### src/rtl/mtg_pkg.sv
package mtg_pkg;
  typedef enum logic [1:0] {
    ST_IDLE,
    ST_DRAW,
    ST_WALK
  } mtg_state_e;
endpackage

### src/rtl/mtg_lfsr.sv
module mtg_lfsr #(
  parameter int unsigned W        = 16,
  parameter logic [W-1:0] TAPS    = 16'h002D,
  parameter logic [W-1:0] RST_VAL = 16'hACE1
) (
  input  logic         clk_i,
  input  logic         rst_ni,
  input  logic         load_i,
  input  logic [W-1:0] load_val_i,
  input  logic         step_i,
  output logic [W-1:0] state_o,
  output logic         bit_o
);
  logic [W-1:0] q;

  assign bit_o   = ^(q & TAPS);
  assign state_o = q;

  // load wins over step
  always_ff @(posedge clk_i or negedge rst_ni) begin
    if (!rst_ni)     q <= RST_VAL;
    else if (load_i) q <= load_val_i;
    else if (step_i) q <= {bit_o, q[W-1:1]};
  end
endmodule

### src/rtl/mtg_step.sv
module mtg_step #(
  parameter int unsigned TAG_W = 4,
  localparam int unsigned NTAGS = 1 << TAG_W
) (
  input  logic [TAG_W-1:0] tag_i,
  input  logic [NTAGS-1:0] excl_i,
  input  logic             skip_en_i,
  input  logic [TAG_W-1:0] off_i,
  output logic             inc_o,
  output logic             dec_off_o,
  output logic             fin_o
);
  logic skip, steps_left;

  always_comb begin
    skip       = skip_en_i && excl_i[tag_i];
    steps_left = (off_i != '0);
    inc_o      = skip || steps_left;
    dec_off_o  = !skip && steps_left;
    fin_o      = !inc_o;
  end
endmodule

### src/rtl/mask_tag_gen.sv
module mask_tag_gen
  import mtg_pkg::*;
#(
  parameter int unsigned TAG_W   = 4,
  parameter int unsigned SEED_W  = 16,
  parameter logic [SEED_W-1:0] SEED_TAPS = 16'h002D,
  parameter logic [SEED_W-1:0] SEED_RST  = 16'hACE1,
  localparam int unsigned NTAGS  = 1 << TAG_W
) (
  input  logic              clk_i,
  input  logic              rst_ni,
  input  logic              start_i,
  input  logic              rand_mode_i,
  input  logic [TAG_W-1:0]  tag_i,
  input  logic [TAG_W-1:0]  offset_i,
  input  logic [NTAGS-1:0]  excl_i,
  input  logic              seed_wr_i,
  input  logic [SEED_W-1:0] seed_i,
  output logic              busy_o,
  output logic              done_o,
  output logic [TAG_W-1:0]  tag_o,
  output logic [SEED_W-1:0] seed_o
);
  localparam int unsigned CNT_W = (TAG_W > 1) ? $clog2(TAG_W) : 1;
  localparam logic [CNT_W-1:0] CNT_LAST = CNT_W'(TAG_W - 1);

  mtg_state_e       state_q;
  logic [TAG_W-1:0] tag_q, off_q, res_q;
  logic [NTAGS-1:0] excl_q;
  logic [CNT_W-1:0] cnt_q;
  logic             skip_q, done_q;
  logic             rnd_bit, inc, dec_off, fin;

  mtg_lfsr #(
    .W       (SEED_W),
    .TAPS    (SEED_TAPS),
    .RST_VAL (SEED_RST)
  ) u_lfsr (
    .clk_i      (clk_i),
    .rst_ni     (rst_ni),
    .load_i     (seed_wr_i),
    .load_val_i (seed_i),
    .step_i     (state_q == ST_DRAW),
    .state_o    (seed_o),
    .bit_o      (rnd_bit)
  );

  mtg_step #(.TAG_W(TAG_W)) u_step (
    .tag_i     (tag_q),
    .excl_i    (excl_q),
    .skip_en_i (skip_q),
    .off_i     (off_q),
    .inc_o     (inc),
    .dec_off_o (dec_off),
    .fin_o     (fin)
  );

  always_ff @(posedge clk_i or negedge rst_ni) begin
    if (!rst_ni) begin
      state_q <= ST_IDLE;
      tag_q   <= '0;
      off_q   <= '0;
      res_q   <= '0;
      excl_q  <= '0;
      cnt_q   <= '0;
      skip_q  <= 1'b0;
      done_q  <= 1'b0;
    end else begin
      done_q <= 1'b0;
      unique case (state_q)
        ST_IDLE: begin
          if (start_i) begin
            excl_q <= excl_i;
            if (&excl_i) begin
              res_q  <= '0;
              done_q <= 1'b1;
            end else if (rand_mode_i) begin
              state_q <= ST_DRAW;
              tag_q   <= '0;
              off_q   <= '0;
              cnt_q   <= '0;
              skip_q  <= 1'b1;
            end else begin
              state_q <= ST_WALK;
              tag_q   <= tag_i;
              off_q   <= offset_i;
              skip_q  <= (offset_i == '0);
            end
          end
        end
        ST_DRAW: begin
          tag_q[cnt_q] <= rnd_bit;
          cnt_q        <= cnt_q + 1'b1;
          if (cnt_q == CNT_LAST) state_q <= ST_WALK;
        end
        ST_WALK: begin
          if (inc) begin
            tag_q  <= tag_q + 1'b1;
            skip_q <= 1'b1;
          end
          if (dec_off) off_q <= off_q - 1'b1;
          if (fin) begin
            res_q   <= tag_q;
            done_q  <= 1'b1;
            state_q <= ST_IDLE;
          end
        end
        default: state_q <= ST_IDLE;
      endcase
    end
  end

  assign busy_o = (state_q != ST_IDLE);
  assign done_o = done_q;
  assign tag_o  = res_q;


  all_excl_chk: assert property (@(posedge clk_i) disable iff (!rst_ni)
    (start_i && !busy_o && (&excl_i) && !seed_wr_i) |=> (done_o && tag_o == '0 && $stable(seed_o)));


  res_free_chk: assert property (@(posedge clk_i) disable iff (!rst_ni)
    (done_o && !(&excl_q)) |-> !excl_q[tag_o]);


  done_idle_chk: assert property (@(posedge clk_i) disable iff (!rst_ni)
    done_o |-> !busy_o);


  busy_end_chk: assert property (@(posedge clk_i) disable iff (!rst_ni)
    busy_o |=> (busy_o || done_o));


  seed_load_chk: assert property (@(posedge clk_i) disable iff (!rst_ni)
    seed_wr_i |=> (seed_o == $past(seed_i)));


  seed_hold_chk: assert property (@(posedge clk_i) disable iff (!rst_ni)
    (!busy_o && !seed_wr_i) |=> $stable(seed_o));
endmodule

### config.mk
export PLATFORM = sky130hd
export DESIGN_NAME = mask_tag_gen
export DESIGN_NICKNAME = d
export VERILOG_FILES = /design/src/rtl/mtg_pkg.sv /design/src/rtl/mtg_lfsr.sv /design/src/rtl/mtg_step.sv /design/src/rtl/mask_tag_gen.sv
export SDC_FILE = /design/constraint.sdc
export NUM_CORES = 1
export LEC_CHECK = 0
export ABC_AREA = 1
export CORE_UTILIZATION = 40
export DETAILED_ROUTE_END_ITERATION = 16
export GPL_TIMING_DRIVEN = 0
export PLACE_DENSITY = 0.72
export SYNTH_ARGS = -nofsm -noshare
export SYNTH_HDL_FRONTEND = slang
export SYNTH_SLANG_ARGS = --single-unit
### constraint.sdc
create_clock -name clk_i -period 1.5 [get_ports clk_i]
set_clock_uncertainty 0.05 [all_clocks]
set_input_delay 0.15 -clock clk_i [delete_from_list [all_inputs] [get_ports clk_i]]
set_output_delay 0.15 -clock clk_i [all_outputs]
set_load 0.01 [all_outputs]
### Word-level counts from Yosys, hierarchy flattened

Cells that the tools add are included.
Widths: inputs -> output; s select.

* $add $sub $neg: 3
* multipliers: 0
* divide/modulo/power cells: 0
* order comparisons: 3
* equality and inequality tests: 11
* shift operators: 0
* multiplexer cells: 40
* bitwise logic cells: 0
* reductions and logical operators: 22

Operator list (number)
* $mux 4: 11
* $mux 16: 2
* $reduce_and 4->1: 6
* $mux 2: 8
* $ne 2x2->1 const B: 8
* $pmux 4 s2: 2
* $reduce_and 16->1: 1
* $reduce_xor 16->1: 1
* $pmux 4 s3: 1
* $mux 1: 9
* $reduce_bool 2->1: 4
* $pmux 2 s3: 1
* $lt 4x5->1 const B: 1
* $add 4x1->4 const B: 1
* $bmux 1 s4: 1
* $bwmux 4: 1
* $eq 2x2->1 const B: 2
* $logic_not 4->1: 1
* $pmux 1 s2: 2
* $pmux 2 s2: 1
* $reduce_bool 4->1: 1
* $sub 4x1->4 const B: 1
* $logic_and 1x1->1: 3
* $lt 2x3->1 const B: 1
* other kinds (9): 9

* register bits: 50
* latch bits: 0
* memory bits (writable): 0
* bits in read-only memories: 0
* input port bits: 45
* output and inout bits: 22
* word-level logic and storage cells: 88
* memories: 0

### Logic depth before layout (Yosys ltp)

Gate-level depths: netlist of the first run.

* depth in word-level cells: 7
* mapped depth: 13

### Cells and area by module

Synthesis of the first run repeated with hierarchy kept, for this count alone.

* cell total of the unflattened synthesis: 362
* area total of the unflattened synthesis: 2924.1 um^2

By module, submodules not included
* mask_tag_gen: instances 1, cells each 216, area an instance 1885.6 um^2, seq. area each 850.8 um^2
* mtg_lfsr: instances 1, cells each 90, area an instance 775.7 um^2, seq. area each 410.4 um^2
* mtg_step: instances 1, cells each 56, area an instance 262.8 um^2, seq. area each 0.0 um^2

### Worst setup path before layout of the first run

Ideal clock, no wire load.

* path type: register to register
* start: register state_q[0]
* end: register skip_q
* data arrival time: 1.512 ns
* data required time: 1.333 ns
* setup slack: -0.179 ns
* stages on the path, launching flop included: 11
* buffers on the path: 0
* period minus slack after synthesis: 1.679 ns
* path through: dfrtp_1 inv_1 ha_1 inv_2 nor2_1 nand3_1 o22ai_2 a21oi_2 nand2_1 nand2_1 nand2_1

* cells in the longest elaborated chain, start to end: 3
* elaborated cells on any way between the ends: 8

RTL lines
* start, declared: RTL line mask_tag_gen.sv:27 `mtg_state_e state_q;`
* start signal, assigned: RTL line mask_tag_gen.sv:60 `state_q <= ST_IDLE;`
* start signal, assigned: RTL line mask_tag_gen.sv:78 `state_q <= ST_DRAW;`
* start signal, assigned: RTL line mask_tag_gen.sv:84 `state_q <= ST_WALK;`
* $eq 2x2->1 or $logic_not 2->1 (tied branches): RTL line mask_tag_gen.sv:70 `unique case (state_q)`
* $ne 2x2->1 (no source line) or $reduce_bool 2->1 (tied branches)
* $reduce_and 4->1 (no source line)
* end signal, assigned: RTL line mask_tag_gen.sv:87 `skip_q <= (offset_i == '0);`
* end, declared: RTL line mask_tag_gen.sv:31 `logic skip_q, done_q;`

Several ways; a longest one is shown, not always the timed one.
A chain may end at the register's enable or synchronous reset.

### Worst setup path in the final report of the first run

* start: register state_q[0]
* end: register off_q[2]

* cells in the longest elaborated chain, start to end: 3
* elaborated cells on any way between the ends: 8

RTL lines
* $eq 2x2->1 or $logic_not 2->1 (tied branches): RTL line mask_tag_gen.sv:70
* $ne 2x2->1 (no source line) or $reduce_bool 2->1 (tied branches)
* $reduce_and 4->1 (no source line)
* end signal, assigned: RTL line mask_tag_gen.sv:86 `off_q <= offset_i;`
* end signal, assigned: RTL line mask_tag_gen.sv:101 `if (dec_off) off_q <= off_q - 1'b1;`
* end, declared: RTL line mask_tag_gen.sv:28 `logic [TAG_W-1:0] tag_q, off_q, res_q;`

Several ways; a longest one is shown, not always the timed one.

==> metrics.txt, run 1 <==
Post-DP Area=0.00379 mm^2; status=finished, violations left; Routed Wire Length=a little over 7000 um; largest net degree at the start of global routing=34; slowest stage delay, CP=430 ps; max-cap viol count=0; synthesized instance count=381; Switch Pwr=3120 uW; Mapped Nets=437; Sw Share=0.434; Synth Register Bits=50; Non-Filler Instances=approximately 570; Logic pwr share=0.582; Place WS=-389 ps; row cnt=30; Buf/Inv on CP=4; Die H=87.8 um; pwr dens=1720 mW/mm^2; hold_ws=263 ps; drt wl/cell=approximately 13 um; share of cells above drive strength 1=0.220; Die Area=0.00772 mm^2; failing checks=setup timing; All-Layer GR Usage=0.202; clk buf depth=2; worst hold path type=input port to asynchronous set/reset pin; # clock sinks=50; commonest cells after routing, fill and taps aside=nand2_1, clkdlybuf4s50_1, dfrtp_1, inv_1, nand3_1; number of global-route vias before repair=approximately 2600; HPWL Detailed=between 5000 and 6000 um; Cell variety after synth=31; via count=2773; Critical Path End Type=register; YS warnings=0; CP max FO=7; sequential share of power=0.306; total CTS buffers=5; synthesized area=0.00295 mm^2; RSZ-0062 raised after global routing=true; CTS tree=built; most common cell after layout, fill and taps aside=nand2_1; worst-margin pin slew=537 ps; drt drc=0; sequential area share after synthesis=0.428; Max Fclk=600 MHz; CP required=between 1500 and 2000 ps; Post-DRT Antenna Nets=0; CP Class=register to register; core area=around 0.0069 mm^2; Buffers on Ports=65; DRT iter0 DRCs=109; total congestion overflow=0; Worst-path clk slew=90 ps; placed insts=543; delay-heaviest family, CP=buffers and inverters; die width=87.8 um; Peak VDD IR=between 0.6 and 0.7 mV; final setup fails=30; Root Buffer Master=clkbuf_8; Clock Latency Late Sink=310 ps; drt pass-1 iters=4; Worst path slowest cell=dfrtp_1; first-pass GRT wire length=roughly 12000 um; Internal=4060 uW; Leak=0.00205 uW; Final Hold Viols=0; Max-slew headroom=0.642; final instance area=between 0.004 and 0.005 mm^2; arrival time of the worst setup path=roughly 1800 ps; Ports=67; Layout Nets=approximately 530; crit start category=register; H-Tree Depth=2; Clk pwr share=0.112; CP cell instances=inv_2 > ha_4 > inv_8 > buf_4 > buf_4 > a21oi_4 > nand2_4 > nand2_1 > nand2_1; Ant. Diodes=0; pins over their slew limit=0; Avg Cell Area, Syn=7.74 um^2; via/cell ratio=4.84; post-route worst setup slack=-166 ps; initial antenna violation count=0; synth-to-layout area growth=41.7%; Final period util=1.11; Final min period=1670 ps; routability cong.=roughly 0.85; Initial Util=0.425
stage by stage:
step                      utilization  power [uW]  setup TNS, ps
final                           0.601        7190          -2400
after global routing            0.601        7750          -5850
after CTS                       0.584        6930          -4110
after detailed placement        0.546        5830         -11390
after global placement          0.544        5720         -68830
after floorplan                     -        4760           -546
metal layers:
layer | vias up | wire, um | share of wire | global-route usage
met3 | 10 | 338 | 0.047 | 0.0396
met5 | - | 0 | 0 | 0
met2 | 75 | 3430 | 0.47 | 0.330
met1 | 1292 | 3400 | 0.47 | 0.272
met4 | 0 | 97 | 0.013 | 0.0581
li1 | 1396 | - | - | -
path summary, 6_finish.rpt:
path / startpoint / end / slack, ps / depth (start not counted)
max in group asynchronous: rst_ni / u_lfsr.state_o[10] / 550 / 3
hold / removal: rst_ni / cnt_q[0] / 260 / 2
hold reg to reg: tag_o[1] / tag_o[1] / 430 / 2
setup reg to reg: state_q[0] / off_q[2] / -170 / 9
min in group clk_i: seed_i[10] / u_lfsr.state_o[10] / 310 / 3
setup / recovery: state_q[0] / off_q[2] / -170 / 9
cell usage after synthesis, drive strengths merged:
cell type	count	area [um^2]
o22ai	1	12.5
dfstp	8	210
o21ai	10	53.8
xnor2	3	26.3
a22oi	9	67.6
clkbuf	5	18.8
buf	7	60.1
a22o	1	8.76
nand4	1	6.26
a21oi	17	88.8
mux2	2	22.5
nand2	140	588
ha	11	138
o41ai	1	8.76
nor3	2	10.0
or2	1	6.26
nand3	46	283
xor2	2	17.5
nor2	32	120
dfrtp	42	1050
inv	40	150
kinds of logic (layout without fill, tap and decap cells):
family          count (synthesis)  count (layout)  synth area share
fa+ha+maj                      11              11            0.0467
compound gates                 39              39            0.0815
simple gates                  222             222             0.344
buf+inv                        52             148            0.0777
mux                             2               2           0.00764
xor+xnor                        5               5            0.0149
flops                          50              50             0.428
what timing repair did:
item	4_1_cts	5_1_grt
endpoints found under the hold margin	17	0
hold buffers	1	0
setup buffers	13	8
setup endpoints to repair	58	53
resized for setup	32	20
pin swaps	20	5
cell type report:
class / count / area, um^2
fillers: 607 / 2770
multi-input cells: 279 / 1610
flip-flops and latches: 50 / 1260
repair buffers: 88 / 827
inverters: 40 / 160
well taps: 96 / 120
plain buffers: 12 / 106
clock buffers: 5 / 68.8
clock inverters: 3 / 21.3
state kept, by name, summed over array words and instances, names as in the netlist:
name,count
excl_q,16
skip_q,1
tag_o,4
done_o,1
off_q,4
tag_q,4
state_q,2
u_lfsr.state_o,16
cnt_q,2
power by group through the flow:
stage,sequential (uW),clock (uW),combinational (uW)
final,2200,807,4180
after global routing,2260,886,4600
after CTS,2190,826,3920
after detailed placement,2230,0,3600
after global placement,2220,0,3490
after floorplan,2240,0,2510
Power figures use the tool's default switching activity.
==> inputs of run 2 (changes only) <==
- CTS_CLUSTER_SIZE: default -> 10
==> results of run 2 <==
No change in the layout: final DEF, timing and power equal those of run 1.
